$ cat src/rtl/mdm_pkg.sv
package mdm_pkg;
   localparam int CTL_W   = 8;
   localparam int STAT_W  = 8;
   localparam int MSIG_W  = 4;

   localparam int CB_DTR  = 0;
   localparam int CB_RTS  = 1;
   localparam int CB_OP1  = 2;
   localparam int CB_OP2  = 3;
   localparam int CB_LOOP = 4;
   localparam int CB_RSVD = 5;

   // modem signal group, bit 3 = cd, bit 2 = ri, bit 1 = dsr, bit 0 = cts
   typedef struct packed {
      logic cd;
      logic ri;
      logic dsr;
      logic cts;
   } mdm_sig_t;
endpackage

$ cat src/rtl/mdm_ctl_reg.sv
module mdm_ctl_reg
   import mdm_pkg::*;
#(
   parameter int               W         = CTL_W,
   parameter logic [W-1:0]     RSVD_MASK = W'(1) << CB_RSVD
)(
   input  logic         clk,
   input  logic         rst_n,
   input  logic         wr_i,
   input  logic [W-1:0] wdata_i,
   output logic [W-1:0] ctl_q
);
   always_ff @(posedge clk or negedge rst_n) begin
      if (!rst_n)    ctl_q <= '0;
      else if (wr_i) ctl_q <= wdata_i & ~RSVD_MASK;
   end

   // the byte changes only on a write
   a_r1_hold_without_write: assert property (@(posedge clk) disable iff (!rst_n)
      !wr_i |=> $stable(ctl_q));
endmodule

$ cat src/rtl/mdm_in_sync.sv
module mdm_in_sync #(
   parameter int           W       = 4,
   parameter int           STAGES  = 2,
   parameter logic [W-1:0] RST_VAL = '1
)(
   input  logic         clk,
   input  logic         rst_n,
   input  logic [W-1:0] d_i,
   output logic [W-1:0] q_o
);
   localparam int MAX_STAGES = 4;

   if (STAGES < 0 || STAGES > MAX_STAGES) begin : g_bad_depth
      $error("mdm_in_sync: STAGES out of range");
   end

   if (STAGES == 0) begin : g_bypass
      assign q_o = d_i;
   end else begin : g_chain
      logic [W-1:0] stg [STAGES];
      for (genvar s = 0; s < STAGES; s++) begin : g_stage
         always_ff @(posedge clk or negedge rst_n) begin
            if (!rst_n) stg[s] <= RST_VAL;
            else        stg[s] <= (s == 0) ? d_i : stg[(s == 0) ? 0 : s-1];
         end
      end
      assign q_o = stg[STAGES-1];
   end
endmodule

$ cat src/rtl/mdm_loop_mux.sv
module mdm_loop_mux
   import mdm_pkg::*;
(
   input  logic [CTL_W-1:0] ctl_i,
   input  mdm_sig_t         pin_sync_n_i,
   input  logic             tx_ser_i,
   input  logic             rx_pin_i,
   output logic             dtr_n_o,
   output logic             rts_n_o,
   output logic             op2_n_o,
   output logic             tx_pin_o,
   output logic             rx_ser_o,
   output mdm_sig_t         live_o
);
   logic loop;
   assign loop = ctl_i[CB_LOOP];

   always_comb begin
      if (loop) begin
         dtr_n_o     = 1'b1;
         rts_n_o     = 1'b1;
         op2_n_o     = 1'b1;
         tx_pin_o    = 1'b1;
         rx_ser_o    = tx_ser_i;
         live_o.cts  = ctl_i[CB_RTS];
         live_o.dsr  = ctl_i[CB_DTR];
         live_o.ri   = ctl_i[CB_OP1];
         live_o.cd   = ctl_i[CB_OP2];
      end else begin
         dtr_n_o     = ~ctl_i[CB_DTR];
         rts_n_o     = ~ctl_i[CB_RTS];
         op2_n_o     = ~ctl_i[CB_OP2];
         tx_pin_o    = tx_ser_i;
         rx_ser_o    = rx_pin_i;
         live_o      = ~pin_sync_n_i;
      end
   end
endmodule

$ cat src/rtl/mdm_status.sv
module mdm_status
   import mdm_pkg::*;
#(
   parameter int N = MSIG_W
)(
   input  logic            clk,
   input  logic            rst_n,
   input  mdm_sig_t        live_i,
   input  logic            rd_i,
   output logic [2*N-1:0]  stat_o
);
   localparam int RI_BIT = 2;

   logic [N-1:0] lvl_q, dlt_q, set_v, live_v;

   assign live_v = live_i;

   for (genvar b = 0; b < N; b++) begin : g_det
      if (b == RI_BIT) begin : g_trail
         assign set_v[b] = lvl_q[b] & ~live_v[b];
      end else begin : g_any
         assign set_v[b] = lvl_q[b] ^ live_v[b];
      end
   end

   always_ff @(posedge clk or negedge rst_n) begin
      if (!rst_n) begin
         lvl_q <= '0;
         dlt_q <= '0;
      end else begin
         lvl_q <= live_v;
         dlt_q <= (rd_i ? '0 : dlt_q) | set_v;
      end
   end

   assign stat_o = {lvl_q, dlt_q};

   // a CTS level change raises its flag at the next edge
   a_r8_cts_flag: assert property (@(posedge clk) disable iff (!rst_n)
      (lvl_q[0] != live_v[0]) |=> stat_o[0]);
   // flags are sticky without a read
   a_r8_sticky: assert property (@(posedge clk) disable iff (!rst_n)
      (!rd_i && dlt_q[1]) |=> dlt_q[1]);
   // RI flag rises only after a 1 -> 0 level step
   a_r9_ri_trailing: assert property (@(posedge clk) disable iff (!rst_n)
      $rose(dlt_q[RI_BIT]) |-> ($past(lvl_q[RI_BIT]) && !lvl_q[RI_BIT]));
   // a read with no concurrent change leaves all flags clear
   a_r10_read_clears: assert property (@(posedge clk) disable iff (!rst_n)
      (rd_i && live_v == lvl_q) |=> (stat_o[N-1:0] == '0));
endmodule

$ cat src/rtl/modem_ctl_loop.sv
module modem_ctl_loop
   import mdm_pkg::*;
#(
   parameter int SYNC_STAGES = 2
)(
   input  logic              clk,
   input  logic              rst_n,
   input  logic              ctl_wr,
   input  logic [CTL_W-1:0]  ctl_wdata,
   input  logic              stat_rd,
   input  logic              cts_n_i,
   input  logic              dsr_n_i,
   input  logic              cd_n_i,
   input  logic              ri_n_i,
   input  logic              tx_ser_i,
   input  logic              rx_pin_i,
   output logic [CTL_W-1:0]  ctl_o,
   output logic              dtr_n_o,
   output logic              rts_n_o,
   output logic              op2_n_o,
   output logic              tx_pin_o,
   output logic              rx_ser_o,
   output logic [STAT_W-1:0] stat_o
);
   mdm_sig_t pins_n, pins_sync_n, live;

   assign pins_n = '{cd: cd_n_i, ri: ri_n_i, dsr: dsr_n_i, cts: cts_n_i};

   mdm_ctl_reg #(.W(CTL_W)) u_ctl (
      .clk(clk), .rst_n(rst_n), .wr_i(ctl_wr), .wdata_i(ctl_wdata), .ctl_q(ctl_o));

   mdm_in_sync #(.W(MSIG_W), .STAGES(SYNC_STAGES), .RST_VAL('1)) u_sync (
      .clk(clk), .rst_n(rst_n), .d_i(pins_n), .q_o(pins_sync_n));

   mdm_loop_mux u_mux (
      .ctl_i(ctl_o), .pin_sync_n_i(pins_sync_n), .tx_ser_i(tx_ser_i),
      .rx_pin_i(rx_pin_i), .dtr_n_o(dtr_n_o), .rts_n_o(rts_n_o),
      .op2_n_o(op2_n_o), .tx_pin_o(tx_pin_o), .rx_ser_o(rx_ser_o),
      .live_o(live));

   mdm_status #(.N(MSIG_W)) u_stat (
      .clk(clk), .rst_n(rst_n), .live_i(live), .rd_i(stat_rd), .stat_o(stat_o));
endmodule

$ cat config.mk
export PLATFORM = sky130hd
export DESIGN_NAME = modem_ctl_loop
export DESIGN_NICKNAME = d
export VERILOG_FILES = /design/src/rtl/mdm_pkg.sv /design/src/rtl/mdm_ctl_reg.sv /design/src/rtl/mdm_in_sync.sv /design/src/rtl/mdm_loop_mux.sv /design/src/rtl/mdm_status.sv /design/src/rtl/modem_ctl_loop.sv
export SDC_FILE = /design/constraint.sdc
export NUM_CORES = 1
export LEC_CHECK = 0
export BUFFER_PORTS_ARGS = -buffer_cell sky130_fd_sc_hd__buf_2
export CAP_MARGIN = 25
export CORE_MARGIN = 2
export CORE_UTILIZATION = 44
export CTS_CLUSTER_DIAMETER = 200
export CTS_CLUSTER_SIZE = 14
export DETAILED_ROUTE_END_ITERATION = 7
export MAX_ROUTING_LAYER = met4
export PLACE_DENSITY = 0.79
export SLEW_MARGIN = 20
export SYNTH_ARGS = -nofsm -noshare
export SYNTH_HDL_FRONTEND = slang
export SYNTH_SLANG_ARGS = --single-unit
$ cat constraint.sdc
create_clock -name clk -period 1.2 [get_ports clk]
set_input_delay 0.24 -clock clk [delete_from_list [all_inputs] [get_ports clk]]
set_output_delay 0.24 -clock clk [all_outputs]
set_load 0.02 [all_outputs]
==> flow_summary.toml, run 1 <==
[logic_synthesis]
yosysUniqueCellTypes = 16
ys_warn_count = 0
synth_cells = 63
yosysSeqAreaShare_pct = 68.2
synth_seq_cells = 23
synth_nets = 81
avgSynthCellArea_um2 = 13.6
synth.cell_area_um2 = 858

[clock_network]
clockBufferDepth = 2
clock_latency_ns = 0.30
cts.reportedPaths.clkPinSlew_ns = 0.12
cts_tree = "done"
htreeDepth = 1
cts_buffers = 3
cts-root-buf = "clkbuf_4"
clock-sinks = 23

[power_and_ir_drop]
intPower_mw = 1.20
power_frac_clock_pct = 20.1
p_comb_share_pct = 25.9
powerDensity_nw_per_um2 = 1410
switching_share_pct = 29.3
p_sw_uw = 498
vdd_drop_max_mv = 0.898
pwr-share-seq_pct = 54.0
p_leak_nw = 0.580

[timing]
hold_violations = 0
tns_ns = -1.10
finalCritPeriodShare_pct = 120
whs_ns = 0.160
worst_slack_ns = -0.243
fmax_mhz = 693
rsz0062_at_grt = "true"
slew_violations = 0
finalSetupViolations = 6
period_needed_ns = 1.44
skew_ns = 0.00363

[place]
port_buffers = 36
dpl-instance-area_um2 = 1050
gp_congestion = 0.611

[die]
die_y_um = 48.2
design.core.area_um2 = 1780
pin_count = 39
dieWidth_um = 48.2
rows = 15
dieArea_um2 = 2320
start_util_pct = 48.1

[finish]
nFillCells = 144
drive_gt1_share_pct = 56.5
num_antenna_cells = 0
finish.utilization_pct = 67.4
num-nets-final = 127
synthToLayoutAreaGrowth_pct = 40.1
post-route-cell-area_um2 = 1200

[routing]
drtPass1Iterations = 3
drt-total-wl_um = 1640
drtIter0Drc = 8
vias = 606
vias_per_cell = 4.56
route.detailed.drc = 0
wl_per_cell_um = 12.3
ant_nets = 0

[global_routing]
grt_overflow = 0
grt_max_degree = 24
grtUsageTotal_pct = 16.3
antenna_found_initial = 0
grt_pass1_vias = 584
grt_pass1_wl_um = 2460

[hold_path]
hp-class = "input pin to flip-flop"

[outcome]
outcome = "finished, violations left"
failed_checks = "negative setup slack"

[critical_path]
cp_data_arrival_time_ns = 1.20
crit_fanout = 6
end_kind = "output port"
worstSetupPathType = "flip-flop to output port"
cp.required_ns = 0.96
cp-start-kind = "flip-flop"

[job]
drv_cap = 0
per-stage QoR:
stage	power, mW	worst slack, ns	std cells
floorplan	1.16	0.00957	63
global placement	1.29	0.0519	122
detailed placement	1.31	0.0457	122
CTS	1.70	-0.256	129
global route	1.81	-0.301	133
finish	1.70	-0.243	133
placed cells by master (no fill, tap or decap), drive strengths merged:
| cell | instances |
|---|---|
| o22ai | 1 |
| nor2 | 3 |
| nand2b | 3 |
| o21ai | 4 |
| dfrtp | 15 |
| buf | 39 |
| mux2 | 7 |
| mux2i | 4 |
| dlygate4sd3 | 5 |
| conb | 1 |
| or2 | 1 |
| clkbuf | 4 |
| dfstp | 8 |
| nand2 | 4 |
| nor2b | 6 |
| inv | 3 |
synthesized netlist by cell type, drive strengths merged:
master / instances / area (µm²)
mux2: 7 / 78.8
nor2: 3 / 11.3
o22ai: 1 / 6.26
dfstp: 8 / 210
o21ai: 4 / 20.0
or2: 1 / 6.26
buf: 3 / 23.8
inv: 3 / 11.3
dfrtp: 15 / 375
nor2b: 6 / 37.5
mux2i: 4 / 40.0
nand2b: 3 / 18.8
nand2: 4 / 15.0
conb: 1 / 3.75
cells by family (layout without fill, tap and decap cells):
family	after synthesis	count (layout)	synth area share [%]
compound gates	5	5	3.06
buf+inv	6	51	4.08
flops	23	23	68.2
mux	11	11	13.8
other cells	1	1	0.437
simple gates	17	17	10.4
layer usage:
| metal | wire [µm] | vias to the layer above | GRT usage [%] |
|---|---|---|---|
| li1 | - | 291 | - |
| met3 | 74 | 2 | 3.33 |
| met4 | 6 | 0 | 6.49 |
| met2 | 877 | 23 | 28.7 |
| met5 | 0 | - | - |
| met1 | 679 | 290 | 17.8 |
worst max-delay path, cell delays in order (launching register included):
cell     delay, ns
dfrtp_2       0.46
or2_2         0.31
buf_6         0.13
power by group through the flow:
stage / clock, mW / combinational, mW / sequential [mW]
after floorplan: 0 / 0.153 / 1.01
after global placement: 0 / 0.367 / 0.924
after detailed placement: 0 / 0.376 / 0.930
after CTS: 0.363 / 0.421 / 0.914
after global routing: 0.400 / 0.483 / 0.931
final: 0.342 / 0.439 / 0.918
area by class of cell:
| type | instances | area (µm²) | area share (%) |
|---|---|---|---|
| Timing Repair Buffer | 44 | 293 | 24.3 |
| Sequential cell | 23 | 588 | 48.9 |
| Inverter | 3 | 11.3 | 0.937 |
| Tap cell | 25 | 31.3 | 2.60 |
| Multi-Input combinational cell | 34 | 253 | 21.0 |
| Clock buffer | 4 | 26.3 | 2.19 |
sequential cells by signal, indices dropped and copies added, names as in the netlist:
register / flops
u_stat.dlt_q: 4
u_stat.lvl_q: 4
u_sync.q_o: 4
u_sync.g_chain.stg: 4
u_ctl.ctl_q: 7
timing repair:
| item | in CTS | in global routing |
|---|---|---|
| endpoints found under the hold margin | 15 | 4 |
| hold buffers | 1 | 4 |
| pin swaps | 0 | 0 |
| endpoints found under the setup margin | 6 | 11 |
| setup buffers | 2 | 0 |
| resized for setup | 12 | 9 |
worst paths after layout:
kind / end / start / depth (start not counted) / slack (ns)
max: tx_pin_o / u_ctl.ctl_q[4]$_DFFE_PN0P_ / 2 / -0.24
min: u_ctl.ctl_q[7]$_DFFE_PN0P_ / ctl_wdata[7] / 2 / 0.16
max reg2reg: u_stat.dlt_q[0]$_DFF_PN0_ / u_ctl.ctl_q[4]$_DFFE_PN0P_ / 4 / 0.05
min in group asynchronous: u_stat.dlt_q[1]$_DFF_PN0_ / rst_n / 2 / 0.43
max in group asynchronous: u_ctl.ctl_q[4]$_DFFE_PN0P_ / rst_n / 2 / 0.41
min reg2reg: u_sync.q_o[0]$_DFF_PN1_ / u_sync.g_chain.stg[4]$_DFF_PN1_ / 0 / 0.36
Power figures use the tool's default switching activity.
==> run 2, diff against run 1 <==
--- a/config.mk
+++ b/config.mk
@@ -14,6 +14,7 @@
 export DETAILED_ROUTE_END_ITERATION = 7
 export MAX_ROUTING_LAYER = met4
 export PLACE_DENSITY = 0.79
+export REMOVE_ABC_BUFFERS = 1
 export SLEW_MARGIN = 20
 export SYNTH_ARGS = -nofsm -noshare
 export SYNTH_HDL_FRONTEND = slang
==> run 2 against run 1 <==
Net effect: the flow still finishes with violations (negative setup slack); global-route usage is 0.23 points lower; sequential power grew 0.4%; non-clock buffer count is the same; sequential share of layout area shrank 0.65 points; clock skew down 0.00071 ns; critical endpoint is now rx_ser_o.
==> flow_summary.toml, run 2 (synthesis gave the netlist of run 1 again) <==
[clock_network]
clock_latency_ns = 0.30
clockBufferDepth = 2
cts_tree = "done"
clock-sinks = 23
cts_buffers = 3
cts-root-buf = "clkbuf_4"
cts.reportedPaths.clkPinSlew_ns = 0.11
htreeDepth = 1

[timing]
period_needed_ns = 1.46
tns_ns = -1.17
worst_slack_ns = -0.255
finalCritPeriodShare_pct = 121
slew_violations = 0
skew_ns = 0.00293
finalSetupViolations = 6
fmax_mhz = 687
hold_violations = 0
whs_ns = 0.160
rsz0062_at_grt = "true"

[routing]
route.detailed.drc = 0
vias_per_cell = 4.49
wl_per_cell_um = 11.9
drt-met1-wl_um = 593
route.met3.wl_um = 73
drtIter0Drc = 2
vias = 597
drtPass1Iterations = 4
highest_layer = "met4"
drt-total-wl_um = 1580
wl_met2_um = 899
ant_nets = 0

[finish]
layout_commonest_cell = "buf_2"
post-route-cell-area_um2 = 1220
final_cells = 133
drive_gt1_share_pct = 58.3
largest_reg_flops = 7
num_antenna_cells = 0
layout_common_cells = "buf_2, dfrtp_1, buf_6"
synthToLayoutAreaGrowth_pct = 42.3
regMostFlops = "u_ctl.ctl_q"
num-nets-final = 127
ff_latch_area_um2 = 589
nFillCells = 134
multi_input_area_um2 = 259

[critical_path]
regToRegSetupSlack_ns = 0.10
path_cells = "mux2_4 > buf_6"
cp_data_arrival_time_ns = 1.22
rr_worst_depth = 3
worstSetupPathType = "flip-flop to output port"
rr_startpoint = "u_ctl.ctl_q[4]$_DFFE_PN0P_"
cp-start-kind = "flip-flop"
crit_path_max_incr_delay_ns = 0.47
crit_fanout = 5
end_kind = "output port"
cp.required_ns = 0.96
crit-reg2reg-capture = "u_stat.dlt_q[0]$_DFF_PN0_"
crit_path_start = "u_ctl.ctl_q[4]$_DFFE_PN0P_"
endpoint = "rx_ser_o"
cpMaxStageDelayCell = "dfrtp_2"

[die]
start_util_pct = 48.1
rows = 15
design.core.area_um2 = 1780
die_y_um = 48.2
dieWidth_um = 48.2
dieArea_um2 = 2320
pin_count = 39

[global_routing]
grt_overflow = 0
antenna_found_initial = 0
grtUsageTotal_pct = 16.1
grt_max_degree = 24
grt_pass1_vias = 557
grt_pass1_wl_um = 2350

[power_and_ir_drop]
p_leak_nw = 0.590
powerDensity_nw_per_um2 = 1400
vdd_drop_max_mv = 0.933

[job]
drv_cap = 0

[outcome]
outcome = "finished, violations left"
failed_checks = "negative setup slack"

[place]
pre_cts_slack_ns = 0.0332
dpl-instance-area_um2 = 1060
port_buffers = 36
gp_congestion = 0.637
dp.cells = 123
hpwl_um = 1110

[hold_path]
hp-class = "input pin to flip-flop"
-- run 2: worst min path at each step --
stage | startpoint | end | slack, ns | cells past startpoint
after floorplan | rst_n | u_ctl.ctl_q[0]$_DFFE_PN0P_ | -0.06 | 0
after global placement | rst_n | u_stat.dlt_q[1]$_DFF_PN0_ | 0.22 | 1
after detailed placement | rst_n | u_stat.dlt_q[2]$_DFF_PN0_ | 0.23 | 1
after CTS | cd_n_i | u_sync.g_chain.stg[7]$_DFF_PN1_ | 0.01 | 1
after global routing | ctl_wdata[7] | u_ctl.ctl_q[7]$_DFFE_PN0P_ | 0.14 | 2
final | ctl_wdata[2] | u_ctl.ctl_q[2]$_DFFE_PN0P_ | 0.16 | 3
-- run 2: final cells by class --
cell class	instances	share of cell area [%]
clock buffer	4	2.15
timing repair buffer	44	24.9
multi-input combinational	34	21.2
inverter	3	0.922
tap	25	2.56
sequential	23	48.3
-- run 2: stage by stage --
step                utilization (%)  total power [mW]
finish                         68.5              1.71
global placement               59.5              1.30
detailed placement             59.5              1.31
CTS                            62.9              1.67
global route                   68.5              1.82
floorplan                         -              1.15
-- run 2: critical path, delay by kind of cell, from the launching register on --
kind | cells | cell delay [ns]
DFF | 1 | 0.47
muxes | 1 | 0.31
buffers and inverters | 1 | 0.13
-- run 2: where the power goes --
part | internal, mW | switching [mW]
combinational | 0.214 | 0.234
clock | 0.129 | 0.208
sequential | 0.869 | 0.0524
-- run 2: timing repair --
action	CTS	global route
endpoints found under the hold margin	15	4
pin swaps	0	1
gates resized for setup	5	21
setup endpoints to repair	6	9
hold buffers	1	4
buffers inserted	1	0
-- run 2: per-layer routing --
| metal | track usage, % | up-vias |
|---|---|---|
| met5 | - | - |
| met4 | 9.73 | 0 |
| met3 | 4.44 | 2 |
| met2 | 27.6 | 18 |
| met1 | 15.9 | 288 |
| li1 | - | 289 |
==> run 3, diff against run 2 <==
--- a/config.mk
+++ b/config.mk
@@ -15,7 +15,6 @@
 export MAX_ROUTING_LAYER = met4
 export PLACE_DENSITY = 0.79
 export REMOVE_ABC_BUFFERS = 1
-export SLEW_MARGIN = 20
 export SYNTH_ARGS = -nofsm -noshare
 export SYNTH_HDL_FRONTEND = slang
 export SYNTH_SLANG_ARGS = --single-unit
==> constraint.sdc (replaced) <==
create_clock -name clk -period 1.6 [get_ports clk]
set_input_delay 0.32 -clock clk [delete_from_list [all_inputs] [get_ports clk]]
set_output_delay 0.32 -clock clk [all_outputs]
set_load 0.02 [all_outputs]
==> run 3 against run 2 <==
Net effect: the run now ends clean; cell count down 4.5%; clock skew hardly changed; combinational power shrank 36%; utilization down 7.4 points; global-route usage is 1.6 points lower; register-to-register slack improved by 0.30 ns; critical endpoint is now dtr_n_o; highest routed layer unchanged.
==> flow_summary.toml, run 3 (synthesis gave the netlist of run 1 again) <==
[die]
die_y_um = 48.2
design.core.area_um2 = 1780
dieWidth_um = 48.2
rows = 15
start_util_pct = 48.1
pin_count = 39
dieArea_um2 = 2320

[finish]
num_antenna_cells = 0
largest_reg_flops = 7
layout_common_cells = "buf_2, dfrtp_1, dfstp_2"
drive_gt1_share_pct = 54.9
regMostFlops = "u_ctl.ctl_q"
final_cells = 127
synthToLayoutAreaGrowth_pct = 27.0
finish.utilization_pct = 61.1
num-nets-final = 121
layout_commonest_cell = "buf_2"

[critical_path]
cp_data_arrival_time_ns = 1.19
endpoint = "dtr_n_o"
crit_path_start = "u_ctl.ctl_q[4]$_DFFE_PN0P_"
worstSetupPathType = "flip-flop to output port"
crit_fanout = 12
rr_startpoint = "u_ctl.ctl_q[4]$_DFFE_PN0P_"
cp.required_ns = 1.28
cp-start-kind = "flip-flop"
end_kind = "output port"
crit-reg2reg-capture = "u_stat.dlt_q[0]$_DFF_PN0_"
rr_worst_depth = 3
regToRegSetupSlack_ns = 0.40

[clock_network]
cts_resized = 0
clock_latency_ns = 0.29
htreeDepth = 1
ctsHoldBuffers = 1
cts_buffers = 3
clockBufferDepth = 2
cts_tree = "done"
cts_setup_buffers = 0
cts-root-buf = "clkbuf_4"
cts.reportedPaths.clkPinSlew_ns = 0.11
clock-sinks = 23

[routing]
route.detailed.drc = 0
wl_per_cell_um = 11.6
drtPass1Iterations = 3
vias = 571
ant_nets = 0
drt-total-wl_um = 1480
drtIter0Drc = 4
vias_per_cell = 4.50

[power_and_ir_drop]
powerDensity_nw_per_um2 = 1120
vdd_drop_max_mv = 0.597
p_leak_nw = 0.530
p_total_mw = 1.22

[timing]
period_needed_ns = 1.51
fmax_mhz = 664
tns_ns = 0
slew_violations = 0
hold_violations = 0
rsz0062_at_grt = "false"
skew_ns = 0.00306
finalSetupViolations = 0
finalCritPeriodShare_pct = 94.1

[place]
hpwl_um = 1140
port_buffers = 36
dp.cells = 122
gp_congestion = 0.639

[job]
drv_cap = 0

[global_routing]
antenna_found_initial = 0
grtUsageTotal_pct = 14.5
grt_pass1_wl_um = 2150
grt_overflow = 0
grt_max_degree = 24
grt_pass1_vias = 519

[hold_path]
hp-class = "input pin to flip-flop"

[outcome]
outcome = "completed"
run 3: layer usage:
layer	track usage (%)	wire length (µm)
met2	25.5	832
met1	14.5	568
met5	-	0
met4	8.11	10
met3	3.33	63
run 3: layout make-up:
class                      instances  area [µm²]
tap                               25        31.3
inverter                           3        11.3
timing repair buffer              38         198
multi-input combinational         34         238
clock buffer                       4        26.3
sequential                        23         586
fill                             164         693
run 3: critical path, cell delays in order (launching register included):
cell	delay, ns
dfrtp_1	0.42
buf_4	0.18
nand2b_1	0.14
buf_2	0.15
run 3: how the worst min path moves through the flow:
stage | start | to | slack (ns) | cells past startpoint
final | cd_n_i | u_sync.g_chain.stg[7]$_DFF_PN1_ | 0.11 | 1
after global placement | rst_n | u_stat.dlt_q[1]$_DFF_PN0_ | 0.30 | 1
after detailed placement | rst_n | u_stat.dlt_q[2]$_DFF_PN0_ | 0.31 | 1
after floorplan | rst_n | u_ctl.ctl_q[0]$_DFFE_PN0P_ | 0.02 | 0
after CTS | cts_n_i | u_sync.g_chain.stg[4]$_DFF_PN1_ | 0.1 | 1
after global routing | cd_n_i | u_sync.g_chain.stg[7]$_DFF_PN1_ | 0.08 | 1
run 3: stage by stage:
stage / instance area, µm² / setup slack (ns) / hold slack (ns)
after floorplan: 835 / 0.256 / 0.0244
after global placement: 1050 / 0.437 / 0.304
after detailed placement: 1050 / 0.411 / 0.307
after CTS: 1090 / 0.0741 / 0.0963
after global routing: 1090 / 0.0193 / 0.0760
final: 1090 / 0.0943 / 0.109
run 3: report_power, final:
| group | switching, mW | total, mW | internal, mW |
|---|---|---|---|
| clock network | 0.151 | 0.248 | 0.0969 |
| logic | 0.171 | 0.287 | 0.115 |
| registers | 0.0312 | 0.682 | 0.650 |
